**src/rtl/pwrseq_pkg.sv**
```systemverilog
package pwrseq_pkg;

  typedef enum logic [1:0] {
    ST_WAIT   = 2'd0,
    ST_SAMPLE = 2'd1,
    ST_VCO    = 2'd2,
    ST_RUN    = 2'd3
  } seq_state_t;

  localparam logic [1:0] LVL_LOW  = 2'b00;
  localparam logic [1:0] LVL_MID  = 2'b01;

  localparam logic [1:0] MODE_NORM_LO = 2'd0;
  localparam logic [1:0] MODE_NORM_HI = 2'd1;
  localparam logic [1:0] MODE_HIZ     = 2'd2;
  localparam logic [1:0] MODE_TEST    = 2'd3;

  // Operating mode from captured straps; any code other than low/mid counts as high.
  function automatic logic [1:0] decode_mode(input logic sel, input logic [1:0] lvl);
    logic [1:0] m;
    if (lvl == LVL_MID)      m = sel ? MODE_TEST : MODE_HIZ;
    else if (lvl == LVL_LOW) m = MODE_NORM_LO;
    else                     m = MODE_NORM_HI;
    return m;
  endfunction

  // Edges from the strobe going low to the oscillator enable being visible.
  function automatic int unsigned strobe_to_osc(input int unsigned stages,
                                                input int unsigned stable);
    return stages + stable + 1;
  endfunction

endpackage

```
**src/rtl/pwrseq_sync.sv**
```systemverilog
module pwrseq_sync #(
  parameter int unsigned STAGES  = 2,
  parameter logic        RST_VAL = 1'b1
) (
  input  logic clk,
  input  logic rst_n,
  input  logic d,
  output logic q
);
  logic [STAGES:0] tap;
  assign tap[0] = d;

  for (genvar i = 0; i < STAGES; i++) begin : g_stage
    always_ff @(posedge clk or negedge rst_n) begin
      if (!rst_n) tap[i+1] <= RST_VAL;
      else        tap[i+1] <= tap[i];
    end
  end

  assign q = tap[STAGES];
endmodule

```
**src/rtl/pwrseq_delay.sv**
```systemverilog
module pwrseq_delay #(
  parameter int unsigned CYCLES = 16
) (
  input  logic clk,
  input  logic rst_n,
  input  logic run,
  output logic expired
);
  localparam int unsigned CW = (CYCLES < 2) ? 1 : $clog2(CYCLES);
  localparam logic [CW-1:0] LAST = CW'(CYCLES - 1);

  logic [CW-1:0] cnt;

  assign expired = run && (cnt == LAST);

  always_ff @(posedge clk or negedge rst_n) begin
    if (!rst_n)                cnt <= '0;
    else if (!run || expired)  cnt <= '0;
    else                       cnt <= cnt + 1'b1;
  end
endmodule

```
**src/rtl/pwrseq_strap_latch.sv**
```systemverilog
module pwrseq_strap_latch (
  input  logic       clk,
  input  logic       rst_n,
  input  logic       capture,
  input  logic       sel_d,
  input  logic [1:0] lvl_d,
  input  logic       mult_d,
  output logic       sel_q,
  output logic [1:0] lvl_q,
  output logic       mult_q,
  output logic       held
);
  always_ff @(posedge clk or negedge rst_n) begin
    if (!rst_n) begin
      sel_q  <= 1'b0;
      lvl_q  <= 2'b00;
      mult_q <= 1'b0;
      held   <= 1'b0;
    end else if (capture && !held) begin
      sel_q  <= sel_d;
      lvl_q  <= lvl_d;
      mult_q <= mult_d;
      held   <= 1'b1;
    end
  end


  strap_frozen_chk: assert property (@(posedge clk) disable iff (!rst_n)
    held |=> $stable({sel_q, lvl_q, mult_q}));


  strap_capture_chk: assert property (@(posedge clk) disable iff (!rst_n)
    $rose(held) |-> ({sel_q, lvl_q, mult_q} == $past({sel_d, lvl_d, mult_d})));
endmodule

```
**src/rtl/clkgen_pwrup_seq.sv**
```systemverilog
module clkgen_pwrup_seq #(
  parameter int unsigned SYNC_STAGES   = 2,
  parameter int unsigned PG_STABLE_CYC = 4,
  parameter int unsigned LOCK_CYC      = 16
) (
  input  logic       clk,
  input  logic       por_n,
  input  logic       pgood_n,
  input  logic       sel_lo,
  input  logic [1:0] sel_mode_lvl,
  input  logic       drive_mult,
  output logic       sel_lo_q,
  output logic [1:0] mode_lvl_q,
  output logic       drive_mult_q,
  output logic [1:0] clk_mode,
  output logic       osc_en,
  output logic       clk_out_en
);
  import pwrseq_pkg::*;

  seq_state_t state, state_nx;
  logic pg_sync_n, pg_low;
  logic filt_run, filt_done;
  logic lock_run, lock_done;
  logic capture, strap_held;

  pwrseq_sync #(.STAGES(SYNC_STAGES), .RST_VAL(1'b1)) u_sync (
    .clk(clk), .rst_n(por_n), .d(pgood_n), .q(pg_sync_n)
  );
  assign pg_low = ~pg_sync_n;

  assign filt_run = (state == ST_WAIT) && pg_low;
  pwrseq_delay #(.CYCLES(PG_STABLE_CYC)) u_filter (
    .clk(clk), .rst_n(por_n), .run(filt_run), .expired(filt_done)
  );

  assign lock_run = (state == ST_VCO);
  pwrseq_delay #(.CYCLES(LOCK_CYC)) u_lock (
    .clk(clk), .rst_n(por_n), .run(lock_run), .expired(lock_done)
  );

  assign capture = (state == ST_SAMPLE);
  pwrseq_strap_latch u_straps (
    .clk(clk), .rst_n(por_n), .capture(capture),
    .sel_d(sel_lo), .lvl_d(sel_mode_lvl), .mult_d(drive_mult),
    .sel_q(sel_lo_q), .lvl_q(mode_lvl_q), .mult_q(drive_mult_q),
    .held(strap_held)
  );

  always_comb begin
    state_nx = state;
    unique case (state)
      ST_WAIT:   if (filt_done) state_nx = ST_SAMPLE;
      ST_SAMPLE: state_nx = ST_VCO;
      ST_VCO:    if (lock_done) state_nx = ST_RUN;
      ST_RUN:    state_nx = ST_RUN;
      default:   state_nx = ST_WAIT;
    endcase
  end

  always_ff @(posedge clk or negedge por_n) begin
    if (!por_n) state <= ST_WAIT;
    else        state <= state_nx;
  end

  assign osc_en     = (state == ST_VCO) || (state == ST_RUN);
  assign clk_out_en = (state == ST_RUN);
  assign clk_mode   = decode_mode(sel_lo_q, mode_lvl_q);


  pg_stable_chk: assert property (@(posedge clk) disable iff (!por_n)
    filt_done |-> $past(pg_low));


  no_rearm_chk: assert property (@(posedge clk) disable iff (!por_n)
    (state != ST_WAIT) |=> (state != ST_WAIT));


  osc_hold_chk: assert property (@(posedge clk) disable iff (!por_n)
    osc_en |=> osc_en);


  lock_gate_chk: assert property (@(posedge clk) disable iff (!por_n)
    $rose(clk_out_en) |-> ($past(osc_en) && $past(lock_done)));


  strap_before_osc_chk: assert property (@(posedge clk) disable iff (!por_n)
    $rose(osc_en) |-> strap_held);
endmodule

```
**config.mk**
```make
export PLATFORM = sky130hd
export DESIGN_NAME = clkgen_pwrup_seq
export DESIGN_NICKNAME = d
export VERILOG_FILES = /design/src/rtl/pwrseq_pkg.sv /design/src/rtl/pwrseq_sync.sv /design/src/rtl/pwrseq_delay.sv /design/src/rtl/pwrseq_strap_latch.sv /design/src/rtl/clkgen_pwrup_seq.sv
export SDC_FILE = /design/constraint.sdc
export NUM_CORES = 1
export LEC_CHECK = 0
export BUFFER_PORTS_ARGS = -buffer_cell sky130_fd_sc_hd__buf_2
export CORE_UTILIZATION = 43
export DETAILED_ROUTE_END_ITERATION = 8
export PLACE_DENSITY = 0.68
export SETUP_SLACK_MARGIN = 0.2
export SLEW_MARGIN = 20
export SYNTH_ARGS = -nofsm -noshare
export SYNTH_HDL_FRONTEND = slang
export SYNTH_SLANG_ARGS = --single-unit
```
**constraint.sdc**
```tcl
create_clock -name clk -period 1.25 [get_ports clk]
set_clock_uncertainty 0.05 [all_clocks]
set_input_delay 0.25 -clock clk [delete_from_list [all_inputs] [get_ports clk]]
set_output_delay 0.25 -clock clk [all_outputs]
set_load 0.02 [all_outputs]
```
==> Yosys cells after proc, flatten, opt, wreduce, memory -nomap -nowiden <==
Index checks and enable logic that the tools add are counted.
{ "word_totals": {"register_bits": 15, "inputBits": 7, "output_inout_bits": 8, "elab_cells": 41} }
{ "op_classes": {"n_addsub": 2, "eq_ne": 8, "muxes": 8, "bitwise_logic": 1, "n_reduce_logical": 13} }
{ "ops": {"columns": ["op", "n"], "rows": [
  ["$mux W2", 4],
  ["$pmux W2 S4", 1],
  ["$eq A2 B2 Y1 const B", 3],
  ["$add A4 B1 Y4 const B", 1],
  ["$eq A2 B1 Y1 const B", 2],
  ["$eq A4 B4 Y1 const B", 1],
  ["$logic_and A1 B1 Y1", 4],
  ["$logic_not A2 Y1", 2],
  ["$mux W4", 1],
  ["$logic_not A1 Y1", 3],
  ["$logic_or A1 B1 Y1", 3],
  ["$add A2 B1 Y2 const B", 1],
  ["$mux W1", 2],
  ["$ne A2 B1 Y1 const B", 1],
  ["$ne A2 B2 Y1 const B", 1],
  ["$reduce_and A2 Y1", 1],
  ["$not A1 Y1", 1]
]} }

==> Depth between registers and ports, before layout <==
Gate-level depths: netlist of the first run.
{ "logic_depth": {"word_depth": 5, "mapped_depth": 3, "depth_no_buf": 3} }

==> Hierarchy <==
Synthesis of the first run repeated with hierarchy kept, for this count alone.
{ "hier_totals": {"hier_cells": 47, "hier_area_um2": 625.6} }
{ "modules_own_cells": {"columns": ["mod", "n_inst", "cells_per_inst", "area_per_inst_um2"], "rows": [
  ["pwrseq_strap_latch", 1, 11, 190.2],
  ["pwrseq_delay at u_lock", 1, 15, 173.9],
  ["clkgen_pwrup_seq", 1, 13, 117.6],
  ["pwrseq_delay at u_filter", 1, 6, 91.3],
  ["pwrseq_sync", 1, 2, 52.6]
]} }

==> Least setup slack after synthesis of the first run <==
No wires, ideal clock.
{ "synth_path": {"kind": "register -> register", "start": "reg state[1]", "end": "reg u_straps.lvl_q[0]", "setup_time_ns": 0.128, "t_arrival_ns": 1.041, "setup_slack_ns": 0.031, "stages_incl_launch_ff": 4, "n_path_buf": 0, "period_less_slack_ns": 1.219, "path_cell_list": "dfrtp_1 > nand2b_1 > nor2_2 > mux2_1"} }
{ "synth_via": {"elab_chain_cells": 2} }
{ "synth_rtl": {"columns": ["item", "line", "text"], "rows": [
  ["from (decl)", "clkgen_pwrup_seq.sv:21", "seq_state_t state, state_nx;"],
  ["from (signal assigned)", "clkgen_pwrup_seq.sv:63", "else state <= state_nx;"],
  ["$eq A2 B1 Y1", "clkgen_pwrup_seq.sv:42", "assign capture = (state == ST_SAMPLE);"],
  ["$logic_and A1 B1 Y1", "pwrseq_strap_latch.sv:19", "end else if (capture && !held) begin"],
  ["to (signal assigned)", "pwrseq_strap_latch.sv:21", "lvl_q <= lvl_d;"],
  ["to (decl)", "pwrseq_strap_latch.sv:9", "output logic [1:0] lvl_q,"]
]} }
Every way passes these cells.
A chain may end at the register's enable or synchronous reset.

==> Worst setup path in the final report of the first run <==
{ "layout_path": {"start": "reg state[1]", "end": "out clk_out_en"} }
{ "layout_via": {"elab_chain_cells": 1} }
{ "layout_rtl": {"columns": ["item", "line", "text"], "rows": [
  ["$eq A2 B2 Y1", "clkgen_pwrup_seq.sv:67", "assign clk_out_en = (state == ST_RUN);"],
  ["to (decl)", "clkgen_pwrup_seq.sv:17", "output logic clk_out_en"]
]} }
Every way passes these cells.

==> reports/qor.yml, run 1 <==
status:
  status: "finished, violations left"
  violations: "negative setup slack"
critical_path:
  slowest_delay_ns: 0.39
  cpMostUsedCell: "buf_6"
  crit_path_end_kind: "output pin"
  crit_chain: "buf_6, and2_4, buf_6"
  cp_data_required_time_ns: 0.95
  worstSetupPathType: "register to output pin"
  arrival_ns: 1.03
  reg2regPathDepth: 4
  worstPathMaxFanout: 5
  critPathLaunchType: "register"
  regToRegSetupSlack_ns: -0.07
  r2r_start: "state[1]$_DFFE_PN0P_"
  cpMaxStageDelayCell: "dfrtp_1"
  r2r-end: "u_straps.lvl_q[0]$_DFFE_PN0P_"
synthesis:
  muxShareOfSynthArea_pct: 7.611
  synthSimpleGateAreaFrac_pct: 16.07
  synth_area_leader_cell: "dfrtp_1"
  synth_area_leaders: "dfrtp_1 (55%), dfstp_2 (8.9%), mux2_1 (7.6%)"
  ys_seq_elements: 15
  synth-compound-area-share_pct: 4.651
  synthesis.nets: 53
  yosysWarnings: 0
  ys_types: 20
  synthXorXnorAreaFrac_pct: 2.960
  synthCells: 44
  avgSynthCellArea_um2: 13.45
  synth_top_family_by_area: "simple AND/OR/NAND/NOR gates"
  synth_top_area_share_pct: 54.97
  synth-adder-area-share_pct: 4.228
  ys_seq_area_share_pct: 63.85
  synthesis.area_um2: 591.8
clock_tree:
  cts-htree-levels: 1
  root_buffer: "clkbuf_4"
  cts.sinks: 15
  cts_buffer_depth: 2
  cts_made_buffers: 3
  cts.clk_slew.worst_paths_ns: 0.08
  clk_latency_ns: 0.27
  cts_tree: "built"
sta:
  rsz0062_at_grt: "true"
  relSlewSlack_pct: 78.28
  holdWs_ns: 0.1671
  drv_slew: 0
  setup_slack_ns: -0.08206
  min_period_ns: 1.332
  min_period_over_period_pct: 106.6
  timing.final.hold_violations: 0
  setup_violations: 7
  fmax_mhz: 750.7
  worst_slew_pin_slew_ns: 0.3258
routing:
  wl_per_cell_um: 13.34
  drt_wl_total_mm: 1.134
  drc: 0
  dr.pass1.iters: 1
  viasPerCell: 5.024
  first_iter_violations: 0
  antenna_left: 0
  routed-via-count: 427
hold_path:
  hold_class: "input pin to register"
  min_from: "drive_mult"
  min_to: "u_straps.mult_q$_DFFE_PN0P_"
  hold_path_depth: 2
layout:
  fin_area_um2: 913.4
  utilization_pct: 71.08
  n_antenna_cell: 0
  fin_nets: 80
  drive_gt1_share_pct: 61.43
  fill_cells: 95
  area_growth_pct: 54.33
placement:
  dp_hpwl_um: 678
  gp_congestion: 0.6000
  postPlaceCellArea_um2: 699.4
  port_buffers: 14
floorplan:
  initial_core_util_pct: 46.06
  chipHeight_um: 39.10
  core_area_um2: 1285
  rows: 13
  io_pins: 15
  fp.dieW_um: 39.10
  dieArea_um2: 1529
power:
  p_per_area_nw_per_um2: 2232
  total_leakage_power_nw: 0.4374
  finalPower_mw: 2.039
  peakVddDrop_uv: 1424
grt:
  overflow: 0
  grt.total_usage_pct: 16.87
  grt_antenna_before_repair: 0
  grt_max_degree: 16
  grt_pass1_wl_mm: 1.662
  first_global_vias: 416
run:
  cap_violations: 0
-- state kept, by name, indices dropped and copies added (netlist names) --
register	flops
u_straps.sel_q	1
u_straps.held	1
u_filter.cnt	2
u_lock.cnt	4
u_sync.q	1
state	2
u_straps.lvl_q	2
u_straps.mult_q	1
u_sync.tap	1
-- how the worst max path moves through the flow --
stage                         startpoint                       endpoint  slack (ns)
floorplan           state[1]$_DFFE_PN0P_  u_straps.lvl_q[0]$_DFFE_PN0P_        0.07
global placement    state[1]$_DFFE_PN0P_     u_straps.sel_q$_DFFE_PN0P_        0.08
detailed placement  state[1]$_DFFE_PN0P_      u_filter.cnt[1]$_DFF_PN0_       0.009
CTS                 state[1]$_DFFE_PN0P_                     clk_out_en       -0.09
global route        state[1]$_DFFE_PN0P_                     clk_out_en       -0.13
finish              state[1]$_DFFE_PN0P_                     clk_out_en       -0.08
-- area by class of cell --
cell class	count	area, µm²	share of cell area [%]
multi-input cells	28	289.0	31.64
flip-flops and latches	15	379.1	41.51
well taps	15	18.77	2.055
repair buffers	23	200.2	21.92
clock buffers	4	26.28	2.877
-- layout by cell type, fill, tap and decap left out, drive strengths merged, types with 2 or more instances in the layout --
cell type,instances
and2,2
buf,21
clkbuf,4
dfrtp,13
dfstp,2
dlygate4sd3,2
ha,2
mux2,4
nand2b,3
nor2,6
-- where the power goes --
group	leakage, nW	total (mW)	switching, mW	internal, mW
clock	0.0150	0.258	0.135	0.123
combinational	0.239	0.973	0.379	0.594
sequential	0.184	0.808	0.171	0.637
total	0.437	2.04	0.685	1.35
-- critical path, delay by kind of cell, from the launching register on --
kind | cells | cell delay [ns]
and+or+nand+nor | 1 | 0.13
DFF | 1 | 0.39
buffers and inverters | 2 | 0.25
-- metal layers --
metal  wire (µm)  GRT usage, %  up-vias
li1            -             -      201
met1         451         17.47      213
met2         626         32.50       13
met3          56         5.780        0
met4           0         2.586        0
met5           0             0        -
-- synth_stat cells --
cell type and count:
a31oi_1 1, nor4b_2 1, nor2b_1 1, or2_1 1, dfrtp_1 13, xor2_1 1
ha_1 2, nand2b_1 3, mux2_1 4, nor4_1 1, xnor2_1 1, nor2_1 5
clkbuf_1 1, a31o_2 1, dfstp_2 2, and2_1 2, nand3_1 1, nor2_2 1
a21o_1 1, a21oi_1 1
-- metrics by stage --
step           TNS [ns]  worst slack, ns  instances
3_3_place_gp          0          0.08130         73
2_1_floorplan         0          0.07285         44
6_report        -0.4439         -0.08206         85
3_5_place_dp          0         0.008669         73
4_1_cts         -0.1855         -0.09257         82
5_1_grt         -0.7254          -0.1284         85
-- what timing repair did --
| action | CTS | global route |
|---|---|---|
| buffers inserted | 4 | 2 |
| hold endpoints to repair | 13 | 1 |
| endpoints found under the setup margin | 18 | 18 |
| hold buffers | 1 | 1 |
| pin swaps | 3 | 2 |
| gates resized for setup | 27 | 6 |
-- cells by family after synthesis --
group	Yosys count
DFF	15
and+or+nand+nor	16
buffers and inverters	1
xor gates and xnor gates	2
muxes	4
AOI/OAI and AO/OA	4
adders and majority gates	2
No activity file was read; power rests on OpenSTA's default activity.
==> run 2: changes to the inputs <==
==> constraint.sdc (replaced) <==
create_clock -name clk -period 1.25 [get_ports clk]
set_clock_uncertainty 0.05 [all_clocks]
set_input_delay 0.0625 -clock clk [delete_from_list [all_inputs] [get_ports clk]]
set_output_delay 0.0625 -clock clk [all_outputs]
set_load 0.02 [all_outputs]
==> run 2 against run 1 <==
Effect of this change:
- the run now ends clean
- critical path depth did not move
- core utilization shrank 6.8 points
- non-clock buffer count is 2 lower
- largest cell class unchanged
==> reports/qor.yml, run 2 (synthesis gave the netlist of run 1 again) <==
critical_path:
  worstPathMaxFanout: 4  # -1
  r2r_start: "state[1]$_DFFE_PN0P_"
  cp_data_required_time_ns: 1.37  # +0.42 ns
  slowest_delay_ns: 0.39  # about the same
  arrival_ns: 1.32  # +0.29 ns
  crit_path_end_kind: "register"
  worstSetupPathType: "register to register"
  critPathLaunchType: "register"
  startpoint: "state[1]$_DFFE_PN0P_"
  cpMaxStageDelayCell: "dfrtp_1"
  crit_chain: "nand2b_4, nor2_4, mux2_4"
power:
  finalPower_mw: 1.731  # -15%
  peakVddDrop_uv: 958.2  # -33%
  combinationalPowerShare_pct: 39.6  # -8.1 points
  p_clk_share_pct: 15.8  # +3.1 points
  switching_power_mw: 0.6127  # -10%
  total_leakage_power_nw: 0.4057  # -7.2%
  seq_power_share_pct: 44.6  # +5.0 points
  p_int_mw: 1.118  # -17%
  switching_share_pct: 35.39  # +1.8 points
  p_per_area_nw_per_um2: 2096  # -6.1%
layout:
  final_cell_mix: "dfrtp_1 (13), buf_2 (10), dlygate4sd3_1 (6), nor2_1 (5), mux2_4 (4)"
  regMostFlops: "u_lock.cnt"
  largest_reg_flops: 4  # unchanged
  drive_gt1_share_pct: 45.59  # -16 points
  mostFrequentLayoutCell: "dfrtp_1"
  n_antenna_cell: 0  # unchanged
  area_growth_pct: 39.53
  fin_nets: 78  # -2.5%
  fill_cells: 99  # +4.2%
routing:
  dr_wl_met3_um: 64  # +14%
  wl_per_cell_um: 12.65  # -5.2%
  antenna_left: 0  # unchanged
  dr.pass1.iters: 2  # +1
  met2_length_um: 479  # -23%
  viasPerCell: 4.916  # -2.1%
  drt_wl_total_mm: 1.050  # -7.4%
  first_iter_violations: 6  # +6
  routed-via-count: 408  # -4.4%
  drc: 0  # unchanged
  dr.max_layer_used: "met4"
  wl_met1_um: 481  # +6.7%
floorplan:
  rows: 13  # unchanged
  chipHeight_um: 39.10  # unchanged
  initial_core_util_pct: 46.06  # unchanged
  dieArea_um2: 1529  # unchanged
  fp.dieW_um: 39.10  # unchanged
  io_pins: 15  # unchanged
  core_area_um2: 1285  # unchanged
clock_tree:
  cts_made_buffers: 3  # unchanged
  root_buffer: "clkbuf_4"
  cts.sinks: 15  # unchanged
  cts.clk_slew.worst_paths_ns: 0.10  # +0.02 ns
  cts-htree-levels: 1  # unchanged
  cts_tree: "built"
  cts_buffer_depth: 2  # unchanged
  clk_latency_ns: 0.29  # +0.02 ns
  cts_setup_buffers: 0  # -4
run:
  cap_violations: 0  # unchanged
placement:
  dp_hpwl_um: 669.9  # -1.2%
  pre_cts_ws_ns: 0.05843  # +0.04976 ns
  gp_congestion: 0.5876  # -2.1%
  port_buffers: 14  # unchanged
status:
  status: "finished, final reports clean"
sta:
  setup_slack_ns: 0.04890  # +0.1310 ns
  min_period_ns: 1.201  # -0.1310 ns
  rsz0062_at_grt: "true"
  fmax_mhz: 832.6  # +11%
  setup_violations: 0  # -7
  relSlewSlack_pct: 78.53  # +0.25 points
  worst_slew_pin_slew_ns: 0.3220  # -0.003777 ns
  min_period_over_period_pct: 96.09  # -10 points
  drv_slew: 0  # unchanged
  timing.final.hold_violations: 0  # unchanged
  tns_ns: 0  # +0.4439 ns
grt:
  overflow: 0  # unchanged
  grt_max_degree: 16  # unchanged
  grt_pass1_wl_mm: 1.455  # -12%
  grt_antenna_before_repair: 0  # unchanged
  grt.total_usage_pct: 15.79  # -1.1 points
  first_global_vias: 368  # -12%
hold_path:
  hold_class: "input pin to async pin"
run 2: cell types whose count changed in the layout (fill, tap and decap cells not counted), moves of 2 or more:
cell           delta
nor2_2            -2
buf_2             +4
buf_6             -8
dlygate4sd3_1     +4
nor2_1            +2
buf_4             -2
run 2: final cells by class:
class	instances	area [µm²]	share of cell area, %
sequential	15	377.9	45.76
multi-input combinational	28	246.5	29.85
timing repair buffer	21	155.1	18.79
clock buffer	3	22.52	2.727
tap	15	18.77	2.273
clock inverter	1	5.005	0.6061
run 2: power groups by stage:
stage	Sequential (mW)	Combinational (mW)	Clock, mW
2_1_floorplan	0.832	0.286	0
3_3_place_gp	0.768	0.521	0
3_5_place_dp	0.773	0.532	0
4_1_cts	0.769	0.661	0.285
5_1_grt	0.792	0.750	0.317
6_report	0.772	0.686	0.274
run 2: repair_timing:
| action | 4_1_cts | 5_1_grt |
|---|---|---|
| hold endpoints to repair | 20 | 0 |
| pin swaps | 1 | 0 |
| endpoints found under the setup margin | 14 | 15 |
| gates resized for setup | 9 | 3 |
| hold buffers | 6 | 0 |
run 2: per-layer routing:
| metal | vias to the layer above | global-route usage [%] |
|---|---|---|
| met5 | - | 0 |
| met4 | 0 | 10.34 |
| met3 | 4 | 6.936 |
| met2 | 17 | 23.75 |
| met1 | 188 | 17.91 |
| li1 | 199 | - |
run 2: path summary, 6_finish.rpt:
| kind | depth (start not counted) | slack [ns] | endpoint |
|---|---|---|---|
| max in group asynchronous | 2 | 0.71 | u_sync.tap[1]$_DFF_PN1_ |
| min in group clk | 0 | 0.31 | u_sync.q$_DFF_PN1_ |
| worst min register to register | 0 | 0.31 | u_sync.q$_DFF_PN1_ |
| worst max-delay path | 3 | 0.05 | u_straps.mult_q$_DFFE_PN0P_ |
| worst min-delay path | 2 | 0.15 | u_filter.cnt[1]$_DFF_PN0_ |
| worst max register to register | 3 | 0.05 | u_straps.mult_q$_DFFE_PN0P_ |
run 2: worst max-delay path: cells and delay by family, from the launching register on:
family / cells / cell delay (ns)
flops: 1 / 0.39
mux: 1 / 0.32
simple gates: 2 / 0.32
run 2: per-stage QoR:
step / instances / area [µm²] / hold WS (ns) / utilization, %
after detailed placement: 73 / 696.9 / -0.06934 / 54.24
after floorplan: 44 / 604.3 / -0.2831 / -
after CTS: 83 / 814.5 / 0.1453 / 63.39
after global routing: 83 / 825.8 / 0.1749 / 64.26
final: 83 / 825.8 / 0.1462 / 64.26
after global placement: 73 / 696.9 / -0.07257 / 54.24
==> run 3: changes to the inputs <==
Settings changed: CORE_UTILIZATION 43 to 30, PLACE_DENSITY 0.68 to 0.51.
==> run 3 against run 2 <==
Effect of this change:
- core utilization down 17 points
- global-route usage down 4.7 points
- non-clock buffer count unchanged
- first-iteration DRC count down 83%
- fmax up 1.0%
- register-to-register slack about the same
- die area up 41%
- sequential power about the same
- flip-flop and latch count unchanged
- total power down 4.5%
- final cell count up 12%
- critical path type unchanged
- highest routed layer is now met3
==> reports/qor.yml, run 3 (synthesis gave the netlist of run 1 again) <==
clock_tree:
  cts_made_buffers: 3  # unchanged
  cts.clk_slew.worst_paths_ns: 0.08  # -0.02 ns
  cts_setup_buffers: 0  # unchanged
  cts-htree-levels: 1  # unchanged
  cts_buffer_depth: 2  # unchanged
  clk_latency_ns: 0.27  # -0.02 ns
  root_buffer: "clkbuf_4"
  cts_tree: "built"
  cts.sinks: 15  # unchanged
hold_path:
  hold_class: "input pin to async pin"
critical_path:
  cp_data_required_time_ns: 1.39  # +0.02 ns
  reg2regPathDepth: 3  # unchanged
  r2r-end: "u_filter.cnt[1]$_DFF_PN0_"
  r2r_start: "state[1]$_DFFE_PN0P_"
  startpoint: "state[1]$_DFFE_PN0P_"
  regToRegSetupSlack_ns: 0.06  # about the same
  critPathLaunchType: "register"
  worstPathMaxFanout: 5  # +1
  worstSetupPathType: "register to register"
  arrival_ns: 1.32  # about the same
  crit_path_end_kind: "register"
sta:
  timing.final.hold_violations: 0  # unchanged
  min_period_ns: 1.189  # -0.01243 ns
  rsz0062_at_grt: "true"
  worst_slew_pin_slew_ns: 0.3227  # +0.0007348 ns
  relSlewSlack_pct: 78.48  # about the same
  setup_violations: 0  # unchanged
  fmax_mhz: 841.3  # +1.0%
  min_period_over_period_pct: 95.09  # -0.99 points
  setup_slack_ns: 0.06133  # +0.01243 ns
  drv_slew: 0  # unchanged
layout:
  final_cell_mix: "dfrtp_1 (12), buf_2 (11), dlygate4sd3_1 (6), nor2_1 (5), mux2_1 (4)"
  mostFrequentLayoutCell: "dfrtp_1"
  largest_reg_flops: 4  # unchanged
  drive_gt1_share_pct: 44.12  # -1.5 points
  fin_nets: 78  # unchanged
  area_growth_pct: 42.71
  n_antenna_cell: 0  # unchanged
  regMostFlops: "u_lock.cnt"
routing:
  viasPerCell: 4.269  # -13%
  first_iter_violations: 1  # -5
  drc: 0  # unchanged
  wl_per_cell_um: 10.73  # -15%
  antenna_left: 0  # unchanged
  routed-via-count: 397  # -2.7%
  dr.pass1.iters: 2  # unchanged
  drt_wl_total_um: 998  # -5.0%
grt:
  overflow: 0  # unchanged
  grt_pass1_wl_mm: 1.614  # +11%
  grt_max_degree: 16  # unchanged
  grt.total_usage_pct: 11.09  # -4.7 points
  grt_antenna_before_repair: 0  # unchanged
  first_global_vias: 412  # +12%
placement:
  port_buffers: 14  # unchanged
  pre_cts_ws_ns: 0.06584  # +0.007411 ns
  gp_congestion: 0.6905  # +18%
floorplan:
  rows: 15  # +2
  chipHeight_um: 46.42  # +19%
  core_area_um2: 1783  # +39%
  dieArea_um2: 2154  # +41%
  fp.dieW_um: 46.42  # +19%
  initial_core_util_pct: 33.19  # -13 points
  io_pins: 15  # unchanged
run:
  cap_violations: 0  # unchanged
status:
  status: "finished, final reports clean"
power:
  peakVddDrop_uv: 864.4  # -9.8%
  p_per_area_nw_per_um2: 1957  # -6.7%
  total_leakage_power_nw: 0.3933  # -3.1%
  finalPower_mw: 1.653  # -4.5%
[run 3: cell types whose count changed in the layout (fill, tap and decap cells not counted), moves of 2 or more]
cell	delta
mux2_4	-4
ha_2	+2
buf_4	-2
mux2_1	+4
ha_1	-2
[run 3: final cells by class]
cell class | count | area [µm²]
timing repair buffer | 21 | 156.4
multi-input combinational | 28 | 251.5
clock buffer | 4 | 26.28
sequential | 15 | 379.1
tap | 25 | 31.28
fill | 168 | 938.4
[run 3: how the worst max path moves through the flow]
stage | endpoint | slack, ns
after floorplan | u_straps.lvl_q[0]$_DFFE_PN0P_ | 0.07
after CTS | u_straps.lvl_q[1]$_DFFE_PN0P_ | 0.06
after global placement | u_straps.sel_q$_DFFE_PN0P_ | 0.08
final | u_filter.cnt[1]$_DFF_PN0_ | 0.06
after global routing | u_filter.cnt[1]$_DFF_PN0_ | -0.001
after detailed placement | u_straps.lvl_q[1]$_DFFE_PN0P_ | 0.07
[run 3: routing by layer]
| metal | vias to the layer above | wire [µm] | track usage [%] |
|---|---|---|---|
| li1 | 203 | - | - |
| met1 | 179 | 460 | 12.81 |
| met2 | 15 | 476 | 17.50 |
| met3 | 0 | 62 | 5.882 |
| met4 | 0 | 0 | 3.529 |
| met5 | - | 0 | 0 |
[run 3: stage by stage]
step / utilization (%) / std cells / setup TNS, ns / area, µm² / hold slack, ns
6_report: 47.37 / 93 / 0 / 844.6 / 0.1626
5_1_grt: 47.37 / 93 / -0.001161 / 844.6 / 0.1836
4_1_cts: 45.68 / 93 / 0 / 814.5 / 0.1708
3_5_place_dp: 39.79 / 83 / 0 / 709.4 / -0.06785
3_3_place_gp: 39.79 / 83 / 0 / 709.4 / -0.06370
2_1_floorplan: - / 44 / 0 / 604.3 / -0.2831
[run 3: power by group]
| group | switching, mW | internal, mW | total [mW] |
|---|---|---|---|
| Sequential | 0.134 | 0.637 | 0.771 |
| Clock | 0.139 | 0.124 | 0.263 |
| Combinational | 0.318 | 0.301 | 0.619 |
[run 3: what timing repair did]
item                                   in CTS  in global routing
setup endpoints to repair                  14                 15
endpoints found under the hold margin      20                  0
pin swaps                                   2                  1
cloned                                      0                  0
hold buffers                                6                  0
resized for setup                           6                  7
[run 3: worst max-delay path, cell delays in order, from the launching register on]
cell	delay [ns]
dfrtp_1	0.40
buf_6	0.13
or2_4	0.27
nor4b_4	0.26
